[src/rtl/gpx_pkg.sv]
package gpx_pkg;

   localparam logic [7:0] A_DATA     = 8'h00;
   localparam logic [7:0] A_DIR      = 8'h01;
   localparam logic [7:0] A_PULLUP   = 8'h02;
   localparam logic [7:0] A_PULLDN   = 8'h03;
   localparam logic [7:0] A_RSVD     = 8'h04;
   localparam logic [7:0] A_MASK     = 8'h05;
   localparam logic [7:0] A_SENSE_HI = 8'h06;
   localparam logic [7:0] A_SENSE_LO = 8'h07;
   localparam logic [7:0] A_SRC      = 8'h08;
   localparam logic [7:0] A_EVT      = 8'h09;
   localparam logic [7:0] A_LUTMODE  = 8'h10;
   localparam logic [7:0] A_TBL_A    = 8'h11;
   localparam logic [7:0] A_TBL_B    = 8'h13;

   typedef enum logic [1:0] {
      SENSE_NONE = 2'b00,
      SENSE_RISE = 2'b01,
      SENSE_FALL = 2'b10,
      SENSE_BOTH = 2'b11
   } sense_e;

   typedef enum logic [1:0] {
      LUT_OFF  = 2'b00,
      LUT_2TO1 = 2'b01,
      LUT_3TO1 = 2'b10,
      LUT_RSVD = 2'b11
   } lut_mode_e;

endpackage

[src/rtl/gpx_sync.sv]
module gpx_sync #(
   parameter int W      = 8,
   parameter int STAGES = 2
) (
   input  logic         clk,
   input  logic         rst_n,
   input  logic [W-1:0] din,
   output logic [W-1:0] dout
);

   generate
      if (STAGES < 2) begin : g_bad_stages
         $error("gpx_sync: STAGES must be at least 2");
      end
   endgenerate

   logic [STAGES-1:0][W-1:0] chain_q;

   always_ff @(posedge clk or negedge rst_n) begin
      if (!rst_n) chain_q <= '0;
      else        chain_q <= {chain_q[STAGES-2:0], din};
   end

   assign dout = chain_q[STAGES-1];

endmodule

[src/rtl/gpx_event_bank.sv]
module gpx_event_bank
   import gpx_pkg::*;
#(
   parameter int W = 8
) (
   input  logic           clk,
   input  logic           rst_n,
   input  logic [W-1:0]   lvl,
   input  logic [2*W-1:0] sense,
   input  logic [W-1:0]   mask,
   input  logic [W-1:0]   clr,
   output logic [W-1:0]   evt,
   output logic [W-1:0]   src
);

   generate
      for (genvar i = 0; i < W; i++) begin : g_pin
         logic prev_q;
         logic evt_q;
         logic src_q;
         logic hit;

         always_comb begin
            hit = 1'b0;
            case (sense_e'(sense[2*i +: 2]))
               SENSE_RISE: hit = lvl[i] & ~prev_q;
               SENSE_FALL: hit = ~lvl[i] & prev_q;
               SENSE_BOTH: hit = lvl[i] ^ prev_q;
               default:    hit = 1'b0;
            endcase
         end

         always_ff @(posedge clk or negedge rst_n) begin
            if (!rst_n) begin
               prev_q <= 1'b0;
               evt_q  <= 1'b0;
               src_q  <= 1'b0;
            end else begin
               prev_q <= lvl[i];
               if (hit)         evt_q <= 1'b1;
               else if (clr[i]) evt_q <= 1'b0;
               if (hit && !mask[i]) src_q <= 1'b1;
               else if (clr[i])     src_q <= 1'b0;
            end
         end

         assign evt[i] = evt_q;
         assign src[i] = src_q;
      end
   endgenerate

endmodule

[src/rtl/gpx_out_mux.sv]
module gpx_out_mux
   import gpx_pkg::*;
#(
   parameter int W     = 8,
   parameter int SEL_W = 3,
   localparam int TA_W = 2 ** (SEL_W - 1),
   localparam int TB_W = 2 ** SEL_W
) (
   input  lut_mode_e        mode,
   input  logic [SEL_W-1:0] sel,
   input  logic [W-1:0]     drv,
   input  logic [TA_W-1:0]  tbl_a,
   input  logic [TB_W-1:0]  tbl_b,
   output logic [W-1:0]     pin_out
);

   generate
      if (W <= SEL_W) begin : g_bad_width
         $error("gpx_out_mux: port narrower than lookup index");
      end
      for (genvar i = 0; i < W; i++) begin : g_bit
         if (i == SEL_W - 1) begin : g_lut_a
            assign pin_out[i] = (mode == LUT_2TO1) ? tbl_a[sel[SEL_W-2:0]] : drv[i];
         end else if (i == SEL_W) begin : g_lut_b
            assign pin_out[i] = (mode == LUT_3TO1) ? tbl_b[sel] : drv[i];
         end else begin : g_plain
            assign pin_out[i] = drv[i];
         end
      end
   endgenerate

endmodule

[src/rtl/gpio_expander_core.sv]
module gpio_expander_core
   import gpx_pkg::*;
#(
   parameter int NPINS       = 8,
   parameter int ADDR_W      = 8,
   parameter int DATA_W      = 8,
   parameter int SYNC_STAGES = 2
) (
   input  logic              clk,
   input  logic              rst_n,
   input  logic              bus_we,
   input  logic [ADDR_W-1:0] bus_addr,
   input  logic [DATA_W-1:0] bus_wdata,
   output logic [DATA_W-1:0] bus_rdata,
   input  logic [NPINS-1:0]  pin_in,
   output logic [NPINS-1:0]  pin_out,
   output logic [NPINS-1:0]  pin_oe,
   output logic [NPINS-1:0]  pull_up_en,
   output logic [NPINS-1:0]  pull_dn_en,
   output logic              irq_n
);

   localparam int SENSE_W = 2 * NPINS;
   localparam int SEL_W   = 3;
   localparam int TA_W    = 2 ** (SEL_W - 1);
   localparam int TB_W    = 2 ** SEL_W;

   generate
      if (NPINS != 8 || DATA_W != 8) begin : g_bad_width
         $error("gpio_expander_core: register map needs NPINS = DATA_W = 8");
      end
      if (ADDR_W < 8) begin : g_bad_addr
         $error("gpio_expander_core: ADDR_W must be at least 8");
      end
   endgenerate

   logic [NPINS-1:0]   data_q, dir_q, pu_q, pd_q, mask_q;
   logic [SENSE_W-1:0] sense_q, sense_nxt;
   lut_mode_e          mode_q;
   logic [TA_W-1:0]    tbl_a_q;
   logic [TB_W-1:0]    tbl_b_q;
   logic [NPINS-1:0]   pin_lvl, evt_w, src_w, sense_chg, evt_clr;

   function automatic logic at(input logic [ADDR_W-1:0] a, input logic [7:0] target);
      return a == ADDR_W'(target);
   endfunction

   // sense registers: next value and per-pin change detection
   always_comb begin
      sense_nxt = sense_q;
      if (bus_we && at(bus_addr, A_SENSE_HI)) sense_nxt[SENSE_W-1 -: DATA_W] = bus_wdata;
      if (bus_we && at(bus_addr, A_SENSE_LO)) sense_nxt[DATA_W-1:0]          = bus_wdata;
   end

   generate
      for (genvar i = 0; i < NPINS; i++) begin : g_chg
         assign sense_chg[i] = |(sense_nxt[2*i +: 2] ^ sense_q[2*i +: 2]);
      end
   endgenerate

   assign evt_clr = ((bus_we && at(bus_addr, A_EVT)) ? bus_wdata : '0) | sense_chg;

   // configuration registers
   always_ff @(posedge clk or negedge rst_n) begin
      if (!rst_n) begin
         data_q  <= '1;
         dir_q   <= '1;
         pu_q    <= '0;
         pd_q    <= '0;
         mask_q  <= '1;
         sense_q <= '0;
         mode_q  <= LUT_OFF;
         tbl_a_q <= '0;
         tbl_b_q <= '0;
      end else begin
         sense_q <= sense_nxt;
         if (bus_we) begin
            if (at(bus_addr, A_DATA))    data_q  <= bus_wdata;
            if (at(bus_addr, A_DIR))     dir_q   <= bus_wdata;
            if (at(bus_addr, A_PULLUP))  pu_q    <= bus_wdata;
            if (at(bus_addr, A_PULLDN))  pd_q    <= bus_wdata;
            if (at(bus_addr, A_MASK))    mask_q  <= bus_wdata;
            if (at(bus_addr, A_LUTMODE)) mode_q  <= lut_mode_e'(bus_wdata[1:0]);
            if (at(bus_addr, A_TBL_A))   tbl_a_q <= bus_wdata[TA_W-1:0];
            if (at(bus_addr, A_TBL_B))   tbl_b_q <= bus_wdata[TB_W-1:0];
         end
      end
   end

   gpx_sync #(.W(NPINS), .STAGES(SYNC_STAGES)) u_sync (
      .clk  (clk),
      .rst_n(rst_n),
      .din  (pin_in),
      .dout (pin_lvl)
   );

   gpx_event_bank #(.W(NPINS)) u_evt (
      .clk  (clk),
      .rst_n(rst_n),
      .lvl  (pin_lvl),
      .sense(sense_q),
      .mask (mask_q),
      .clr  (evt_clr),
      .evt  (evt_w),
      .src  (src_w)
   );

   gpx_out_mux #(.W(NPINS), .SEL_W(SEL_W)) u_mux (
      .mode   (mode_q),
      .sel    (pin_lvl[SEL_W-1:0]),
      .drv    (data_q),
      .tbl_a  (tbl_a_q),
      .tbl_b  (tbl_b_q),
      .pin_out(pin_out)
   );

   // read mux
   always_comb begin
      bus_rdata = '0;
      if (at(bus_addr, A_DATA))     bus_rdata = pin_lvl;
      if (at(bus_addr, A_DIR))      bus_rdata = dir_q;
      if (at(bus_addr, A_PULLUP))   bus_rdata = pu_q;
      if (at(bus_addr, A_PULLDN))   bus_rdata = pd_q;
      if (at(bus_addr, A_MASK))     bus_rdata = mask_q;
      if (at(bus_addr, A_SENSE_HI)) bus_rdata = sense_q[SENSE_W-1 -: DATA_W];
      if (at(bus_addr, A_SENSE_LO)) bus_rdata = sense_q[DATA_W-1:0];
      if (at(bus_addr, A_SRC))      bus_rdata = src_w;
      if (at(bus_addr, A_EVT))      bus_rdata = evt_w;
      if (at(bus_addr, A_LUTMODE))  bus_rdata = DATA_W'(mode_q);
      if (at(bus_addr, A_TBL_A))    bus_rdata = DATA_W'(tbl_a_q);
      if (at(bus_addr, A_TBL_B))    bus_rdata = tbl_b_q;
   end

   assign pin_oe     = ~dir_q;
   assign pull_up_en = pu_q;
   assign pull_dn_en = pd_q;
   assign irq_n      = ~|src_w;

endmodule

[config.mk]
export PLATFORM = sky130hd
export DESIGN_NAME = gpio_expander_core
export DESIGN_NICKNAME = d
export VERILOG_FILES = /design/src/rtl/gpx_pkg.sv /design/src/rtl/gpx_sync.sv /design/src/rtl/gpx_event_bank.sv /design/src/rtl/gpx_out_mux.sv /design/src/rtl/gpio_expander_core.sv
export SDC_FILE = /design/constraint.sdc
export NUM_CORES = 1
export LEC_CHECK = 0
export BUFFER_PORTS_ARGS = -buffer_cell sky130_fd_sc_hd__buf_2
export CORE_ASPECT_RATIO = 0.8
export CORE_UTILIZATION = 30
export DETAILED_ROUTE_END_ITERATION = 8
export PLACE_DENSITY = 0.43
export RECOVER_POWER = 50
export SYNTH_ARGS = -nofsm -noshare
export SYNTH_HDL_FRONTEND = slang
export SYNTH_HIERARCHICAL = 1
export SYNTH_SLANG_ARGS = --single-unit
[constraint.sdc]
create_clock -name clk -period 4.83 [get_ports clk]
set_input_delay 0.966 -clock clk [delete_from_list [all_inputs] [get_ports clk]]
set_output_delay 0.966 -clock clk [all_outputs]
set_load 0.1 [all_outputs]
# Word level (Yosys, flattened, before mapping)
# Index checks and enable logic that the tools add are counted.
# op_classes
magnitude_cmp	2
n_eq_ne	37
muxes	53
bitwise	50
n_reduce_logical	54
# ops
cell	count
$mux W8	15
$eq A2 B2 Y1 const B	17
$reduce_bool A2 Y1	16
$mux W1	28
$eq A8 B3 Y1 const B	3
$eq A8 B5 Y1 const B	3
$pmux W1 S3	8
$eq A2 B1 Y1 const B	9
$and A1 B1 Y1	16
$eq A8 B2 Y1 const B	2
$eq A8 B4 Y1 const B	2
$not A1 Y1	16
$reduce_and A2 Y1	8
$reduce_or A2 Y1	8
$xor A2 B2 Y2	8
$logic_and A1 B1 Y1	11
$logic_not A1 Y1	9
$eq A8 B1 Y1 const B	1
$logic_not A8 Y1	1
$not A8 Y8	1
$or A8 B8 Y8	1
$reduce_or A8 Y1	1
$xor A1 B1 Y1	8
$lt A3 B4 Y1 const B	1
3 further kinds	3
# totals
reg_bits	110
word_cells	231

# Longest topological paths before layout
# logic_depth
ltp_word	13
mapped_depth	9
mapped_depth_nobuf	7

# Modules after synthesis
# The synthesis kept the hierarchy.
# by_module_without_submodules
module	n_inst	cells_each	area_per_inst_um2	seq_area_each_um2
gpio_expander_core	1	351	3953.8	1781.7
gpx_event_bank	1	151	1647.8	600.6
gpx_sync	1	24	460.4	400.4
gpx_out_mux	1	18	182.7	0.0

# Worst setup path before layout
# No wires, ideal clock.
# synth_timing
kind	input port to output port
startpoint	input port bus_addr[7]
endpoint	output port bus_rdata[6]
arrival_ns	5.526
setup_slack_ns	-1.662
stages	5
n_path_buf	2
path_cell_list	or4_1 -> buf_2 -> or2_1 -> buf_6 -> o311ai_0
# synth_via
elab_chain_cells	13
word_cells_on_any_way	24
cone_classes	11 x eq/ne; 12 x mux; 1 x reduce/logical
# synth_lines
element	line_no	source
start, declared	gpio_expander_core.sv:12	input logic [ADDR_W-1:0] bus_addr,
$logic_not A8 Y1	gpio_expander_core.sv:45	return a == ADDR_W'(target);
$mux W8	gpio_expander_core.sv:120	if (at(bus_addr, A_DATA)) bus_rdata = pin_lvl;
$mux W8	gpio_expander_core.sv:121	if (at(bus_addr, A_DIR)) bus_rdata = dir_q;
$mux W8	gpio_expander_core.sv:122	if (at(bus_addr, A_PULLUP)) bus_rdata = pu_q;
$mux W8	gpio_expander_core.sv:123	if (at(bus_addr, A_PULLDN)) bus_rdata = pd_q;
$mux W8	gpio_expander_core.sv:124	if (at(bus_addr, A_MASK)) bus_rdata = mask_q;
$mux W8	gpio_expander_core.sv:125	if (at(bus_addr, A_SENSE_HI)) bus_rdata = sense_q[SENSE_W-1 -: DATA_W];
$mux W8	gpio_expander_core.sv:126	if (at(bus_addr, A_SENSE_LO)) bus_rdata = sense_q[DATA_W-1:0];
$mux W8	gpio_expander_core.sv:127	if (at(bus_addr, A_SRC)) bus_rdata = src_w;
$mux W8	gpio_expander_core.sv:128	if (at(bus_addr, A_EVT)) bus_rdata = evt_w;
$mux W8	gpio_expander_core.sv:129	if (at(bus_addr, A_LUTMODE)) bus_rdata = DATA_W'(mode_q);
$mux W8	gpio_expander_core.sv:130	if (at(bus_addr, A_TBL_A)) bus_rdata = DATA_W'(tbl_a_q);
$mux W8 *	gpio_expander_core.sv:131	if (at(bus_addr, A_TBL_B)) bus_rdata = tbl_b_q;
end, declared	gpio_expander_core.sv:14	output logic [DATA_W-1:0] bus_rdata,
# Every way passes the cells marked *; elsewhere a longest branch is shown, timed or not.

# Final worst setup path
# layout_timing
startpoint	input port bus_addr[7]
endpoint	output port bus_rdata[1]
# The elaborated chain is that of the path after synthesis.

==> out/results.ini <==
[clock_network]
clock_tree.htree_level_count=3
post_cts_resize_count=0
ctsHoldBuffers=0
cts.root.buffer_cell=clkbuf_16
tritoncts.num_buffers=9
cts_setup_buffers=0
numClockSinks=110
clock_tree.buffer_depth=2
cts_tree=built
reg_clk_slew_reported_paths_ns=0.08
insertion_delay_ns=0.36

[logic_synthesis]
synthMostInstantiatedCell=dfrtp_1
ys_warn_count=6
synth.largest_area_cell=dfrtp_1
ys_top_cells_by_area=dfrtp_1, mux2_2, dfstp_2
ys_seq_elements=110
synth_enable_flop_cells=0
post_synth_xor_area_fraction_pct=1.96
yosys.area_share.simple_pct=12.1
yosysUniqueCellTypes=63
mux_share_of_post_synthesis_cell_area_pct=18.4
yosys.area_share.adder_pct=3.21
synth_common_cells=dfrtp_1, mux2_2, inv_1
synth-compound-area-share_pct=11.7
syn_inst=544
synth_top_family_by_area=multiplexers
asyncSetResetFlopFracSynth_pct=100
postSynthNetCount=587
synthesis.area_mm2=0.00624
synth.top_cell.area_share_pct=34.5
synthFlopType=dfrtp_1
synth.yosys.seq_area_share_pct=44.6
syn_avg_cell_area_um2=11.5

[global_routing]
grt_pass1_wl_um=26600
grt_usage_pct=17.1
maximum_number_of_pins_on_one_net_before_global_route_repair=46
grt_pass1_vias=4315
antenna_found_initial=1
globalRouteOverflowTotal=0

[outcome]
failing_checks=max-capacitance violations, max-slew violations
outcome=complete, but fails checks

[sta]
drv_slew=46
timing.final.ws_setup_ns=0.564
rsz_0062_raised_after_global_routing=false
timing.fmax_mhz=234
setup_viol=0
timing.clock.skew_ns=0.00982
final_worst_path_period_share_pct=88.3
final_critical_delay_including_setup_and_external_delays_ns=4.27
final-hold-violation-count=0
tightest_slew_ns=2.32
maxSlewHeadroom_pct=-54.6

[setup_path]
worst-endpoint-required_ns=3.86
worst_r2r_endpoint=u_evt/g_pin[0].evt_q$_DFFE_PN0P_
critical_path.slowest_cell=or4_1
r2r_startpoint=u_sync/dout[0]$_DFF_PN0_
crit_path_category=input pin to primary output
critPathArrivalTime_ns=3.30
cp_num_buf_inv=2
crit_path_frequent_cell=buf_2
cell_depth_of_the_worst_flop_to_flop_path=5
cell_type_group_with_the_largest_total_delay_on_the_critical_path=simple AND/OR/NAND/NOR gates
crit_start_category=input pin
rrSetupSlack_ns=3.21
crit_path_end_kind=primary output
timing.critical_path.fanout_max=8
worst_path_largest_cell_delay_ns=0.68
cp-startpoint=bus_addr[7]
cp_cell_sequence=buf_2 > or4_1 > or2_1 > nor2_8 > a221oi_1 > o31ai_2 > buf_2

[die]
num_rows=46
die_area_mm2=0.0214
top_level_ports=68
die-height_um=131
coreArea_mm2=0.0201
initial_utilization_pct=31.1
die_w_um=163

[hold_path]
min_delay_startpoint=u_sync/chain_q[5]$_DFF_PN0_
hold_path_stages=0
hold_path.class=flop to flop
worst_hold_path.endpoint=u_sync/dout[5]$_DFF_PN0_

[placed_design]
dp_hpwl_um=12500
post-place-ws_ns=0.554
place_congestion=0.850
dpl-instance-area_mm2=0.00661
port_buffer_count=67

[route]
wl_met1_um=8520
first_iter_violations=209
maxUsedRoutingLayer=met5
dr.pass1.iters=4
viasPerCell=5.02
route.vias.total=4209
met2RoutedLength_um=7450
met3RoutedLength_um=703
drt_wl_total_um=17100
post_drt_wl_per_cell_um=20.3
drc=0
drtAntennaViolNets=0

[pwr]
vdd.ir_drop.worst_v=0.000192
power.density_cell_area_mw_per_mm2=304
p_leak_nw=3.20

[layout]
diodes=0
design.final.nets=613
final_core_util_pct=34.4
layout-drive-gt1-share_pct=41.9
multi_input_area_mm2=0.00296
final_area_mm2=0.00691
sequential_cell_area_mm2=0.00278
layout-area-overhead-vs-synth_pct=10.7
number_of_filler_cells_placed_in_the_layout=2013

[run]
drv_cap=1

area by class of cell:
type | count | area share (%)
clock inverter | 6 | 0.960
sequential | 110 | 40.3
tap | 264 | 4.78
timing repair buffer | 75 | 5.63
multi-input combinational | 336 | 42.8
inverter | 38 | 2.06
clock buffer | 10 | 3.46
stage by stage:
step	hold slack [ns]	cells	power, mW	TNS, ns
global route	0.361	839	2.21	0
CTS	0.354	839	2.14	0
floorplan	0.331	544	1.30	-0.478
detailed placement	0.335	823	1.38	0
global placement	0.334	823	1.38	0
finish	0.352	839	2.10	0
worst register-to-register path, cell delays in order (launching register included):
cell	delay, ns
dfrtp_1	0.78
inv_1	0.10
ha_1	0.30
nand2_1	0.07
o211ai_1	0.11
o221ai_1	0.13
layout by cell type (no fill, tap or decap), types with 5 or more instances in the layout:
cell / Yosys / layout
clkbuf_16: 0 / 9
nor3_1: 5 / 5
dfstp_2: 24 / 24
a21oi_1: 5 / 5
mux4_2: 8 / 8
buf_2: 9 / 66
and3_1: 5 / 5
nor2_1: 14 / 14
o311ai_2: 8 / 8
mux2i_1: 13 / 13
o21ai_0: 23 / 21
xor2_1: 12 / 12
nand3_1: 10 / 10
nand2_1: 31 / 31
dfrtp_1: 86 / 86
ha_1: 16 / 16
mux2_2: 72 / 72
nand2b_1: 10 / 10
and2b_1: 7 / 7
nor2b_4: 7 / 7
inv_1: 38 / 38
nor2b_2: 7 / 7
o21ai_2: 14 / 14
buf_4: 30 / 6
o221ai_1: 8 / 8
where the power goes:
| part | total (mW) | switching, mW | internal, mW |
|---|---|---|---|
| Sequential | 1.04 | 0.0580 | 0.978 |
| Clock | 0.743 | 0.366 | 0.378 |
| Combinational | 0.323 | 0.224 | 0.0989 |
| Total | 2.10 | 0.648 | 1.46 |
state kept, by name, summed over array words and instances (netlist names):
register,flops
sense_q,16
data_q,8
dir_q,8
mask_q,8
pull_dn_en,8
pull_up_en,8
tbl_b_q,8
u_evt/g_pin.evt_q,8
u_evt/g_pin.prev_q,8
u_evt/g_pin.src_q,8
u_sync/chain_q,8
u_sync/dout,8
tbl_a_q,4
mode_q,2
per-layer routing:
layer  vias up  track usage, %
li1       1947               -
met1      2126            24.3
met2       111            26.1
met3        23            3.13
met4         2            5.33
met5         -               0
kinds of logic (layout without fill, tap and decap cells):
logic type	count (synthesis)	count (layout)
xor gates and xnor gates	14	14
and+or+nand+nor	121	121
buffers and inverters	98	129
DFF	110	110
AOI/OAI and AO/OA	91	91
muxes	94	94
adders and majority gates	16	16
how the worst max path moves through the flow:
stage	to	slack, ns	depth (start not counted)
6_report	bus_rdata[1]	0.56	7
5_1_grt	bus_rdata[1]	0.47	7
4_1_cts	bus_rdata[1]	0.55	7
3_5_place_dp	bus_rdata[1]	0.55	7
3_3_place_gp	bus_rdata[1]	0.57	7
2_1_floorplan	bus_rdata[6]	-0.48	5
Note: power is estimated with default switching activity, not from simulation.
